**config.mk**
```make
export PLATFORM = sky130hd
export DESIGN_NAME = usb_irq_latch
export DESIGN_NICKNAME = d
export VERILOG_FILES = /design/src/rtl/usb_irq_pkg.sv /design/src/rtl/irq_sync.sv /design/src/rtl/irq_edge_det.sv /design/src/rtl/irq_latch_core.sv /design/src/rtl/usb_irq_latch.sv
export SDC_FILE = /design/constraint.sdc
export NUM_CORES = 1
export LEC_CHECK = 0
export BUFFER_PORTS_ARGS = -buffer_cell sky130_fd_sc_hd__buf_2
export CORE_MARGIN = 2
export CORE_UTILIZATION = 41
export CTS_CLUSTER_SIZE = 28
export DETAILED_ROUTE_END_ITERATION = 7
export PLACE_DENSITY = 0.75
export SLEW_MARGIN = 5
export SYNTH_ARGS = -nofsm -noshare
export SYNTH_HDL_FRONTEND = slang
export SYNTH_SLANG_ARGS = --single-unit
```
**constraint.sdc**
```tcl
create_clock -name clk -period 1 [get_ports clk]
set_input_delay 0.25 -clock clk [delete_from_list [all_inputs] [get_ports clk]]
set_output_delay 0.25 -clock clk [all_outputs]
set_load 0.1 [all_outputs]
```
**src/rtl/usb_irq_pkg.sv**
```systemverilog
package usb_irq_pkg;

    localparam int IRQ_W     = 5;
    localparam int RD_W      = 8;
    localparam int RA_W      = 6;
    localparam logic [RA_W-1:0] IRQ_REG_ADDR = 6'h14;
    localparam int SYNC_DEPTH = 2;

    localparam int B_HOSTDISC = 0;
    localparam int B_VBUSOK   = 1;
    localparam int B_SESSOK   = 2;
    localparam int B_SESSEND  = 3;
    localparam int B_IDPIN    = 4;

endpackage

```
**src/rtl/irq_sync.sv**
```systemverilog
module irq_sync #(
    parameter int W      = 5,
    parameter int STAGES = 2
) (
    input  logic         clk,
    input  logic         rst_n,
    input  logic [W-1:0] din,
    output logic [W-1:0] dout
);

    typedef struct packed {
        logic [STAGES-1:0][W-1:0] stg;
    } sync_t;

    sync_t st_d, st_q;

    always_comb begin
        st_d = st_q;
        st_d.stg[0] = din;
        for (int i = 1; i < STAGES; i++) begin
            st_d.stg[i] = st_q.stg[i-1];
        end
    end

    always_ff @(posedge clk or negedge rst_n) begin
        if (!rst_n) st_q <= '0;
        else        st_q <= st_d;
    end

    assign dout = st_q.stg[STAGES-1];

endmodule

```
**src/rtl/irq_edge_det.sv**
```systemverilog
module irq_edge_det #(
    parameter int W        = 5,
    parameter int HOST_BIT = 0
) (
    input  logic         clk,
    input  logic         rst_n,
    input  logic [W-1:0] lvl,
    input  logic [W-1:0] rise_en,
    input  logic [W-1:0] fall_en,
    input  logic         host_mode,
    output logic [W-1:0] set
);

    typedef struct packed {
        logic [W-1:0] prev;
    } edge_t;

    edge_t st_d, st_q;
    logic [W-1:0] hit;

    always_comb begin
        st_d      = st_q;
        st_d.prev = lvl;
    end

    always_ff @(posedge clk or negedge rst_n) begin
        if (!rst_n) st_q <= '0;
        else        st_q <= st_d;
    end

    for (genvar g = 0; g < W; g++) begin : g_bit
        logic armed;
        logic up;
        logic dn;
        assign armed = rise_en[g] | fall_en[g];
        assign up    = lvl[g] & ~st_q.prev[g];
        assign dn    = ~lvl[g] & st_q.prev[g];
        if (g == HOST_BIT) begin : g_host
            assign hit[g] = armed & host_mode &
                            ((up & rise_en[g]) | (dn & fall_en[g]));
        end else begin : g_plain
            assign hit[g] = armed & ((up & rise_en[g]) | (dn & fall_en[g]));
        end
    end

    assign set = hit;

endmodule

```
**src/rtl/irq_latch_core.sv**
```systemverilog
module irq_latch_core #(
    parameter int W    = 5,
    parameter int DW   = 8,
    parameter int AW   = 6,
    parameter logic [AW-1:0] ADDR = 6'h14
) (
    input  logic          clk,
    input  logic          rst_n,
    input  logic [W-1:0]  set,
    input  logic          mode_clr,
    input  logic          rd_strobe,
    input  logic [AW-1:0] rd_addr,
    output logic [W-1:0]  lat,
    output logic [DW-1:0] rd_data,
    output logic          rd_valid
);

    typedef struct packed {
        logic [W-1:0]  lat;
        logic [DW-1:0] rdata;
        logic          rvld;
    } core_t;

    core_t st_d, st_q;
    logic  rd_hit;

    assign rd_hit = rd_strobe && (rd_addr == ADDR);

    always_comb begin
        st_d      = st_q;
        st_d.rvld = rd_hit;
        if (rd_hit) begin
            st_d.rdata = DW'(st_q.lat | set);
        end
        if (mode_clr) begin
            st_d.lat = '0;
        end else if (rd_hit) begin
            st_d.lat = '0;
        end else begin
            st_d.lat = st_q.lat | set;
        end
    end

    always_ff @(posedge clk or negedge rst_n) begin
        if (!rst_n) st_q <= '0;
        else        st_q <= st_d;
    end

    assign lat      = st_q.lat;
    assign rd_data  = st_q.rdata;
    assign rd_valid = st_q.rvld;

endmodule

```
**src/rtl/usb_irq_latch.sv**
```systemverilog
module usb_irq_latch
    import usb_irq_pkg::*;
#(
    parameter int W      = IRQ_W,
    parameter int DW     = RD_W,
    parameter int AW     = RA_W,
    parameter logic [AW-1:0] ADDR = IRQ_REG_ADDR,
    parameter int STAGES = SYNC_DEPTH
) (
    input  logic          clk,
    input  logic          rst_n,
    input  logic [W-1:0]  status_in,
    input  logic [W-1:0]  rise_en,
    input  logic [W-1:0]  fall_en,
    input  logic          host_mode,
    input  logic          rd_strobe,
    input  logic [AW-1:0] rd_addr,
    input  logic          lowpwr_enter,
    input  logic          serial_enter,
    input  logic          carkit_enter,
    output logic [DW-1:0] rd_data,
    output logic          rd_valid
);

    logic [W-1:0] lvl_w;
    logic [W-1:0] set_w;
    logic [W-1:0] lat_w;
    logic         mode_clr;

    assign mode_clr = lowpwr_enter | serial_enter | carkit_enter;

    irq_sync #(.W(W), .STAGES(STAGES)) u_sync (
        .clk  (clk),
        .rst_n(rst_n),
        .din  (status_in),
        .dout (lvl_w)
    );

    irq_edge_det #(.W(W), .HOST_BIT(B_HOSTDISC)) u_edge (
        .clk      (clk),
        .rst_n    (rst_n),
        .lvl      (lvl_w),
        .rise_en  (rise_en),
        .fall_en  (fall_en),
        .host_mode(host_mode),
        .set      (set_w)
    );

    irq_latch_core #(.W(W), .DW(DW), .AW(AW), .ADDR(ADDR)) u_core (
        .clk      (clk),
        .rst_n    (rst_n),
        .set      (set_w),
        .mode_clr (mode_clr),
        .rd_strobe(rd_strobe),
        .rd_addr  (rd_addr),
        .lat      (lat_w),
        .rd_data  (rd_data),
        .rd_valid (rd_valid)
    );

endmodule

```
==> After elaboration in Yosys (flattened, before gate mapping) <==
Cells that the tools add are included.
{ "classes": {"eq_ne": 1, "mux": 2, "bitwise": 50, "reduce_logical": 1} }
{ "op_table": {"columns": ["op", "n"], "rows": [
  ["1-bit AND", 26],
  ["1-bit OR", 12],
  ["5-bit two-way mux", 2],
  ["1-bit inverter", 10],
  ["5-bit OR", 2],
  ["6-bit by 5-bit equality test with 1-bit output (second input constant)", 1],
  ["1-bit logical AND", 1]
]} }
{ "totals": {"regBits": 29, "inputBits": 28, "elab_cells": 60} }

==> Logic depth before layout (Yosys ltp) <==
{ "logic_depth": {"depth_word": 8, "ltp_mapped": 5, "depth_no_buf": 3} }

==> Modules after synthesis <==
Synthesis repeated with hierarchy kept, for this count alone.
{ "hier_totals": {"hier_cells": 69, "area_unflattened_um2": 914.6} }
{ "modules_own_cells": {"columns": ["mod", "n_inst", "cells_each", "area_each_um2"], "rows": [
  ["irq_latch_core", 1, 38, 446.7],
  ["irq_sync", 1, 10, 250.2],
  ["irq_edge_det", 1, 20, 211.5],
  ["usb_irq_latch", 1, 1, 6.3]
]} }

==> Least setup slack after synthesis <==
No wires, ideal clock.
{ "synth_path": {"kind": "register -> register", "from": "register, netlist name u_core.rd_data[0]", "to": "register u_core.st_q (netlist bit u_core.rd_data[0])", "t_arrival_ps": 1102, "required_time_ps": 921, "path_slack_ps": -181, "path_stages_with_launch": 3, "cell_sequence": "dfrtp_1 > a21oi_1 > a21oi_1"} }
{ "synth_lines": {"columns": ["element", "line_no", "source"], "rows": [
  ["end signal: assignment", "irq_latch_core.sv:46", "else st_q <= st_d;"],
  ["end: declaration", "irq_latch_core.sv:24", "core_t st_d, st_q;"]
]} }

==> Final worst setup path <==
{ "layout_path": {"from": "register u_core.st_q (netlist bit u_core.rd_data[0])", "to": "output rd_data[0]"} }
{ "layout_lines": {"columns": ["element", "line_no", "source"], "rows": [
  ["end: declaration", "usb_irq_latch.sv:21", "output logic [DW-1:0] rd_data,"]
]} }
No word-level cell between the ends.

==> summary.md <==
| Metric | Value |
|---|---|
| Pwr dens | `between 1500 and 2000 mW/mm2` |
| Synth warn | `0` |
| RSZ-0062 raised after global routing | `yes` |
| Final hold viol count | `0` |
| Worst path cell trace | `buf_12` |
| Worst Min Path Start | `status_in[4]` |
| Max Fanout on Critical Path | `2` |
| Routed Antenna Nets | `0` |
| Final critical path time including I/O delays and setup | `1.19 ns` |
| Clk_lat worst skew | `around 0.32 ns` |
| Max Cap Viol | `0` |
| Via density | `4.73` |
| Slowest cell on crit path | `dfrtp_2` |
| Post-synthesis cell type count | `14` |
| Drc violations | `0` |
| Commonest cells in the netlist | `dfrtp_1 (26), a21oi_1 (10), nor2_1 (5)` |
| Mapped Avg Cell Area | `13.7 um2` |
| Post-route cell area | `between 0.001 and 0.0015 mm2` |
| Hold Path Class | `input port to register` |
| Hold slack | `roughly 0.02 ns` |
| Num CTS Buffers | `3` |
| Post-synthesis cell area | `~900 um2` |
| Status | `finished, violations left` |
| Top post-synthesis cells by area | `dfrtp_1 (72%), a21oi_1 (5.5%), a311oi_1 (3.9%), and3b_1 (3.9%), and4b_1 (3.3%)` |
| Post-Place Cells | `130` |
| R2r setup slk | `-0.07 ns` |
| Starting Density | `44.7%` |
| CTS tree | `yes` |
| Fin crit share | `119%` |
| Die Area | `about 0.0026 mm2` |
| CTS Sinks | `26` |
| Ant. Diodes | `0` |
| DR WL/cell | `between 10 and 15 um` |
| Startpoint Class | `register` |
| Chip height | `about 51 um` |
| Fin worst setup slack | `-0.195 ns` |
| Gate Count Post-Synth | `66` |
| Crit path arrival time | `roughly 0.94 ns` |
| CTS Buffer Depth | `2` |
| Antenna violations before repair | `0` |
| Worst path required time | `roughly 0.75 ns` |
| Top_reg_cell synth | `dfrtp_1` |
| Clock transition at the registers of the reported paths | `0.13 ns` |
| Critical path buffers and inverters | `1` |
| Final core utilization | `between 60 and 70%` |
| Area growth, synth to finish | `49.7%` |
| Post-DP Area | `between 0.001 and 0.0015 mm2` |
| Seq cells post-synth | `26` |
| Largest net degree at the start of global routing | `27` |
| Nets | `between 100 and 150` |
| First-pass DRT Iterations | `4` |
| Sequential fraction of the synthesis area | `about 72%` |
| Highest Clock Rate | `0.837 GHz` |
| Buffers on Ports | `33` |
| Routed wire length | `~1800 um` |
| Final max-slew violation count | `0` |
| First-pass GRT wire length | `2860 um` |
| Fill cells | `roughly 150` |
| Layout cells sized above 1 | `a little over half` |
| Hold Path End | `u_sync.st_d[9]` |
| Row Count | `16` |
| Reg-to-reg startpoint | `u_sync.dout[2]` |
| Chip width | `~50 um` |
| CP top delay family | `flip-flops` |
| GRT overflow | `0` |
| Reg-to-reg endpoint | `u_core.rd_data[2]` |
| Crit. End Element | `primary output` |
| Tot GR Track Use | `between 10% and 20%` |
| HPWL after DPL | `roughly 1400 um` |
| Total number of vias | `around 660` |
| Post-synth EDFFs | `0` |
| Leakage dissipation | `approximately 0.68 nW` |
| Final Setup Violations | `11` |
| Finished Layout Cells | `~140` |
| Reg2Reg Depth | `3` |
| Violated checks | `setup timing` |
| CP peak stage delay | `0.45 ns` |
| Multi-input gate area | `249 um2` |
| Ys async rst share | `100%` |
| H-tree levels | `1` |
| CTS root buffer | `clkbuf_4` |
| I/O pins | `37` |
| Critical path class | `register to primary output` |
| Cell with the most instances after synthesis | `dfrtp_1` |
| Cell count of the worst hold path | `1` |
| Placer Congestion | `between 0.7 and 0.8` |
| Clock Skew | `between 0.009 and 0.01 ns` |
| Register area | `658 um2` |
| Yosys top cell area share | `between 70% and 80%` |
| Vias in the first global route | `around 660` |
| Core footprint | `0.00202 mm2` |
| Maximum VDD drop | `1.07 mV` |
| DRT iter0 DRCs | `3` |
| Biggest area consumer among synthesized cells | `dfrtp_1` |
## layout make-up
type | instances | area share (%)
tap | 27 | 2.50
sequential | 26 | 48.7
inverter | 4 | 1.11
clock buffer | 4 | 2.68
multi-input combinational | 33 | 18.4
timing repair buffer | 45 | 26.6
## cell usage in the layout, fill, tap and decap left out
| cell | count |
|---|---|
| buf_2 | 27 |
| buf_4 | 10 |
| and4b_1 | 3 |
| clkbuf_4 | 3 |
| dfrtp_2 | 6 |
| buf_12 | 7 |
| nor3_4 | 1 |
| dlygate4sd3_1 | 1 |
| a21oi_1 | 10 |
| and2_0 | 1 |
| nor2_1 | 5 |
| inv_1 | 4 |
| a2111o_1 | 1 |
| nor3_2 | 1 |
| and3b_1 | 4 |
| clkbuf_8 | 1 |
| conb_1 | 3 |
| dfrtp_1 | 20 |
| a311oi_2 | 4 |
## flip-flops by register name, summed over array words and instances (netlist names)
name             count
u_edge.st_q          5
u_sync.dout          5
u_sync.st_d          5
u_core.lat           5
u_core.rd_data       5
u_core.rd_valid      1
## metrics by stage
stage | setup WS, ns | power [mW] | setup TNS [ns]
CTS | -0.194 | 2.45 | -1.24
floorplan | -0.143 | 1.61 | -0.796
global route | -0.226 | 2.54 | -1.86
detailed placement | -0.272 | 1.92 | -1.86
finish | -0.195 | 2.45 | -1.23
global placement | -0.189 | 1.91 | -1.46
## metal layers
metal  up-vias  routed length [um]  track usage (%)
li1        318                   -                -
met5         -                   0                0
met2        29                 954             27.9
met4         0                  44             8.11
met3         5                  79             1.75
met1       306                 711             17.3
## power by group
group / leakage [nW] / switching (mW) / internal [mW]
sequential: 0.314 / 0.0606 / 1.13
combinational: 0.344 / 0.466 / 0.273
clock: 0.0210 / 0.294 / 0.223
## how the worst max path moves through the flow
stage                      start       endpoint  slack (ns)  depth (start not counted)
4_1_cts        u_core.rd_data[2]     rd_data[2]       -0.19                          1
2_1_floorplan         rd_addr[2]  u_core.lat[1]       -0.14                          4
3_3_place_gp          rd_addr[2]  u_core.lat[0]       -0.19                          4
3_5_place_dp          rd_addr[2]  u_core.lat[0]       -0.27                          4
6_report       u_core.rd_data[0]     rd_data[0]       -0.19                          1
5_1_grt        u_core.rd_data[2]     rd_data[2]       -0.23                          1
## worst register-to-register path, delay by kind of cell (launching register included)
kind	cells	cell delay (ns)
AND/OR/NAND/NOR	1	0.20
flip-flops	1	0.40
AO/OA/AOI/OAI	2	0.36
## kinds of logic after synthesis
family	after synthesis	synth area share [%]
other	1	0.415
buffers and inverters	9	5.26
DFF	26	72.0
and+or+nand+nor	15	11.6
AOI/OAI and AO/OA	15	10.7
## what timing repair did
item                                   4_1_cts  5_1_grt
pin swaps                                    2        3
gates cloned                                 0        0
buffers inserted                             2        2
endpoints found under the hold margin       26        0
gates resized for setup                      5        0
hold buffers                                 1        0
setup endpoints to repair                   15       15
No activity file was read; power rests on OpenSTA's default activity.
